--- src/rtl/div_fb_pkg.sv ---
package div_fb_pkg;
  localparam int DEF_M_W      = 9;
  localparam int DEF_A_W      = 4;
  localparam int DEF_PRE_BASE = 10;

  typedef enum logic {
    MOD_BASE  = 1'b0,
    MOD_PLUS1 = 1'b1
  } mod_e;
endpackage

--- src/rtl/div_prog_latch.sv ---
module div_prog_latch #(
  parameter int M_W = div_fb_pkg::DEF_M_W
) (
  input  logic           clk_i,
  input  logic           rst_i,
  input  logic           tc_i,
  input  logic [M_W-1:0] m_i,
  input  logic           bypass_i,
  output logic [M_W-1:0] m_act_o,
  output logic           byp_act_o
);
  always_ff @(posedge clk_i) begin
    if (rst_i || tc_i) begin
      m_act_o   <= m_i;
      byp_act_o <= bypass_i;
    end
  end
endmodule

--- src/rtl/div_prescaler.sv ---
module div_prescaler #(
  parameter int BASE = div_fb_pkg::DEF_PRE_BASE,
  localparam int CW  = $clog2(BASE + 1)
) (
  input  logic              clk_i,
  input  logic              rst_i,
  input  logic              idle_i,
  input  div_fb_pkg::mod_e  mod_i,
  output logic              tick_o,
  output logic [CW-1:0]     cnt_o
);
  logic [CW-1:0] last;

  always_comb begin
    last   = (mod_i == div_fb_pkg::MOD_PLUS1) ? CW'(BASE) : CW'(BASE - 1);
    tick_o = idle_i || (cnt_o == last);
  end

  always_ff @(posedge clk_i) begin
    if (rst_i || idle_i || tick_o) cnt_o <= '0;
    else                           cnt_o <= cnt_o + 1'b1;
  end
endmodule

--- src/rtl/div_main_cnt.sv ---
module div_main_cnt #(
  parameter int M_W = div_fb_pkg::DEF_M_W
) (
  input  logic           clk_i,
  input  logic           rst_i,
  input  logic           tick_i,
  input  logic [M_W-1:0] limit_i,
  output logic           tc_o,
  output logic [M_W-1:0] cnt_o
);
  assign tc_o = tick_i && (cnt_o == limit_i);

  always_ff @(posedge clk_i) begin
    if (rst_i || tc_o) cnt_o <= '0;
    else if (tick_i)   cnt_o <= cnt_o + 1'b1;
  end
endmodule

--- src/rtl/div_swallow.sv ---
module div_swallow #(
  parameter int A_W = div_fb_pkg::DEF_A_W
) (
  input  logic             clk_i,
  input  logic             rst_i,
  input  logic             tick_i,
  input  logic             tc_i,
  input  logic             idle_i,
  input  logic [A_W-1:0]   load_i,
  output div_fb_pkg::mod_e mod_o,
  output logic [A_W-1:0]   cnt_o
);
  logic left;
  assign left  = (cnt_o != '0);
  assign mod_o = (!idle_i && left) ? div_fb_pkg::MOD_PLUS1 : div_fb_pkg::MOD_BASE;

  always_ff @(posedge clk_i) begin
    if (rst_i || tc_i)                  cnt_o <= load_i;
    else if (!idle_i && tick_i && left) cnt_o <= cnt_o - 1'b1;
  end
endmodule

--- src/rtl/div_fb_chain.sv ---
module div_fb_chain #(
  parameter int M_W      = div_fb_pkg::DEF_M_W,
  parameter int A_W      = div_fb_pkg::DEF_A_W,
  parameter int PRE_BASE = div_fb_pkg::DEF_PRE_BASE
) (
  input  logic           clk_i,
  input  logic           rst_i,
  input  logic [M_W-1:0] m_i,
  input  logic [A_W-1:0] a_i,
  input  logic           bypass_i,
  output logic           fp_o,
  output logic           msel_o
);
  localparam int PCW = $clog2(PRE_BASE + 1);

  logic             tc;
  logic             tick;
  logic [M_W-1:0]   m_act;
  logic             byp_act;
  logic [PCW-1:0]   pcnt;
  logic [M_W-1:0]   mcnt;
  logic [A_W-1:0]   acnt;
  div_fb_pkg::mod_e mod;

  div_prog_latch #(.M_W(M_W)) latch_i (
    .clk_i(clk_i), .rst_i(rst_i), .tc_i(tc), .m_i(m_i), .bypass_i(bypass_i),
    .m_act_o(m_act), .byp_act_o(byp_act)
  );

  div_prescaler #(.BASE(PRE_BASE)) pre_i (
    .clk_i(clk_i), .rst_i(rst_i), .idle_i(byp_act), .mod_i(mod),
    .tick_o(tick), .cnt_o(pcnt)
  );

  div_swallow #(.A_W(A_W)) swl_i (
    .clk_i(clk_i), .rst_i(rst_i), .tick_i(tick), .tc_i(tc), .idle_i(byp_act),
    .load_i(a_i), .mod_o(mod), .cnt_o(acnt)
  );

  div_main_cnt #(.M_W(M_W)) main_i (
    .clk_i(clk_i), .rst_i(rst_i), .tick_i(tick), .limit_i(m_act),
    .tc_o(tc), .cnt_o(mcnt)
  );

  assign fp_o   = tc && !rst_i;
  assign msel_o = (mod == div_fb_pkg::MOD_PLUS1);
endmodule

--- config.mk ---
export PLATFORM = sky130hd
export DESIGN_NAME = div_fb_chain
export DESIGN_NICKNAME = d
export VERILOG_FILES = /design/src/rtl/div_fb_pkg.sv /design/src/rtl/div_prog_latch.sv /design/src/rtl/div_prescaler.sv /design/src/rtl/div_main_cnt.sv /design/src/rtl/div_swallow.sv /design/src/rtl/div_fb_chain.sv
export SDC_FILE = /design/constraint.sdc
export NUM_CORES = 1
export LEC_CHECK = 0
export BUFFER_PORTS_ARGS = -buffer_cell sky130_fd_sc_hd__buf_2
export CAP_MARGIN = 15
export CORE_MARGIN = 3
export CORE_UTILIZATION = 40
export CTS_CLUSTER_SIZE = 10
export DETAILED_ROUTE_END_ITERATION = 10
export GPL_TIMING_DRIVEN = 0
export PLACE_DENSITY = 0.66
export SLEW_MARGIN = 5
export SYNTH_ARGS = -nofsm -noshare
export SYNTH_HDL_FRONTEND = slang
export SYNTH_HIERARCHICAL = 1
export SYNTH_SLANG_ARGS = --single-unit
--- constraint.sdc ---
create_clock -name clk_i -period 4.37 [get_ports clk_i]
set_input_delay 0.437 -clock clk_i [delete_from_list [all_inputs] [get_ports clk_i]]
set_output_delay 0.437 -clock clk_i [all_outputs]
set_load 0.005 [all_outputs]
==> metrics <==
worst setup path category=register to output port; Slew HR=between 40 and 50%; Max IR drop VDD=between 0.15 and 0.2 mV; Main synth FF type=edfxtp_1; top fanout value on the critical path=17; CTS max path bufs=2; nets=between 150 and 200; Routed wire per std cell=12.4 um; Setup Buffers After CTS=0; Tcrit/Tclk final=just over 90%; WP data required=approximately 4 ns; Seq cells post-synth=27; Lkg Pwr=between 0.5 and 0.6 nW; I/O Buffers=17; FP Rows=19; grt ovf=0; Pre-Repair DR Iteration Count=3; warnings from Yosys=6; RSZ-0062 raised after global routing=false; DRT iter0 DRCs=23; Pwr Density=approximately 310 nW/um2; Die X=just over 60 um; Tot Pwr=about 0.44 mW; Net Count, Synth=130; crit path DAT=between 3 and 4 ns; WP buf/inv=3; CTS hold repair buffers=0; top cells by area, synth=edfxtp_1, dfxtp_1, xnor2_1; Layout Cells excl Fill=~170; critical path's slowest cell=nor4_4; Seq/Total Area, Yosys=between 50 and 60%; vias in the first global route=a little over 900; drt total wl=2.15 mm; delay-heaviest family, CP=simple AND/OR/NAND/NOR gates; worst skew pair latency=just over 0.3 ns; RePlAce Congestion=0.784; setup TNS=0 ns; Mapped Cells=approximately 110; crit start category=register; crit path cell chain=inv_1 > ha_1 > nor3b_1 > nor2_1 > or3b_1 > a21oi_2 > or2_1 > buf_2 > nand4_1 > nor4_4 > nor2b_4 > buf_2; Post-Syn Area per Cell=~11 um2; post-CTS resize count=0; Slew Limit Fails=0; CTS tree=done; Syn-to-layout area delta=13.0%; Min-Delay Path Class=input pin to register; Initial Util=between 40% and 50%; Die Span Y=between 60 and 70 um; fin crit period=4.03 ns; DR vias/cell=~5; first-pass GRT wire length=between 3 and 4 mm; share of cells above drive strength 1=20.5%; Yosys top cell by area=edfxtp_1; clock skew=approximately 0.0032 ns; antenna fix cells=0; io pins=18; CTS H-Tree Depth=1; total global-route track usage=around an eighth; status=finished clean; Final Hold Viols=0; Core Box Area=~2900 um2; number of max-cap violations=0; Post-Place Cells=170; Unique masters post-synth=35; synthesized cell area=1260 um2; worst-margin pin slew=~0.86 ns; Top cell by count, worst path=buf_2; Vias=roughly 900; Num CTS Buffers=3; dpl hpwl=1.61 mm; Crit path largest cell delay=0.67 ns; initial antenna violation count=0; Critical Path End Type=output port; final setup vio count=0; Max Freq=248 MHz; largest net degree at the start of global routing=18; number of clock sinks=27; number of synthesized flops with an enable pin=14; clk root buf=clkbuf_4; top cell type's share of synthesized area=about a third; Async SR Flop Fraction=0%; Reg clk slew, reported paths=around 0.13 ns; Post-DRT Antenna Nets=0; residual DRC count=0; die area=3860 um2
## registers in the layout (all words and copies together), names as in the netlist
register	count
latch_i/byp_act_o	1
latch_i/m_act_o	9
main_i/cnt_o	9
pre_i/cnt_o	4
swl_i/cnt_o	4
## routing by layer
layer  share of wire, %  vias to the layer above  track usage (%)
li1                   -                      450                -
met1                 45                      415             14.2
met2                 49                       17             21.2
met3                4.0                        4             2.16
met4                1.9                        0             6.63
met5                  0                        -                0
## placed cells by master, fill, tap and decap left out, types with 2 or more instances in the layout
cell type,count
a21oi_1,2
buf_2,18
clkbuf_4,3
dfxtp_1,13
edfxtp_1,14
ha_1,3
inv_1,3
nand2_1,3
nand2b_1,2
nand4_1,6
nor2_1,5
nor3_1,9
nor4_1,2
o21ai_0,7
o31ai_1,2
or2_1,2
xnor2_1,13
xor2_1,6
## path summary, 6_finish.rpt
check / start / endpoint / slack (ns) / depth (start not counted)
setup / recovery: swl_i/cnt_o[0]$_DFFE_PP_ / fp_o / 0.34 / 12
setup reg to reg: swl_i/cnt_o[0]$_DFFE_PP_ / latch_i/m_act_o[4]$_DFFE_PP_ / 0.68 / 11
hold reg to reg: pre_i/cnt_o[1]$_SDFF_PP0_ / pre_i/cnt_o[3]$_SDFF_PP0_ / 0.54 / 1
hold / removal: bypass_i / latch_i/byp_act_o$_DFFE_PP_ / 0.28 / 1
## cell usage after synthesis (all sizes together) (5+ instances only)
cell type	count
nand4	6
edfxtp	14
nor3	9
nor2	5
o21ai	7
xnor2	13
xor2	6
dfxtp	13
## logic make-up after synthesis
kind of cell	count (synthesis)	share of synthesized area (%)
AO/OA/AOI/OAI	15	7.34
XOR/XNOR	19	13.2
flip-flops	27	54.0
buffers and inverters	6	1.98
AND/OR/NAND/NOR	40	19.7
multiplexers	1	0.794
adder cells (fa/ha/maj)	3	2.98
## power by group
part	internal, mW	switching, mW	total [mW]
clock	0.0357	0.0679	0.104
combinational	0.0219	0.0213	0.0431
sequential	0.282	0.0109	0.293
total	0.339	0.100	0.439
## through the flow
step	hold slack [ns]	setup slack, ns	utilization (%)	area, um2
finish	0.284	0.339	49.5	1430
global route	0.250	0.0395	49.5	1430
CTS	0.274	0.289	49.5	1430
detailed placement	0.519	0.678	48.6	1400
global placement	0.493	0.751	48.6	1400
floorplan	0.475	1.24	-	1260
## layout make-up
class                      instances  area, um2
sequential                        27        681
tap                               42       52.6
timing repair buffer              17       85.1
clock buffer                       4       26.3
buffer                             3       13.8
inverter                           3       11.3
multi-input combinational         78        556
fill                             278       1450
(Power assumes the default switching activity.)
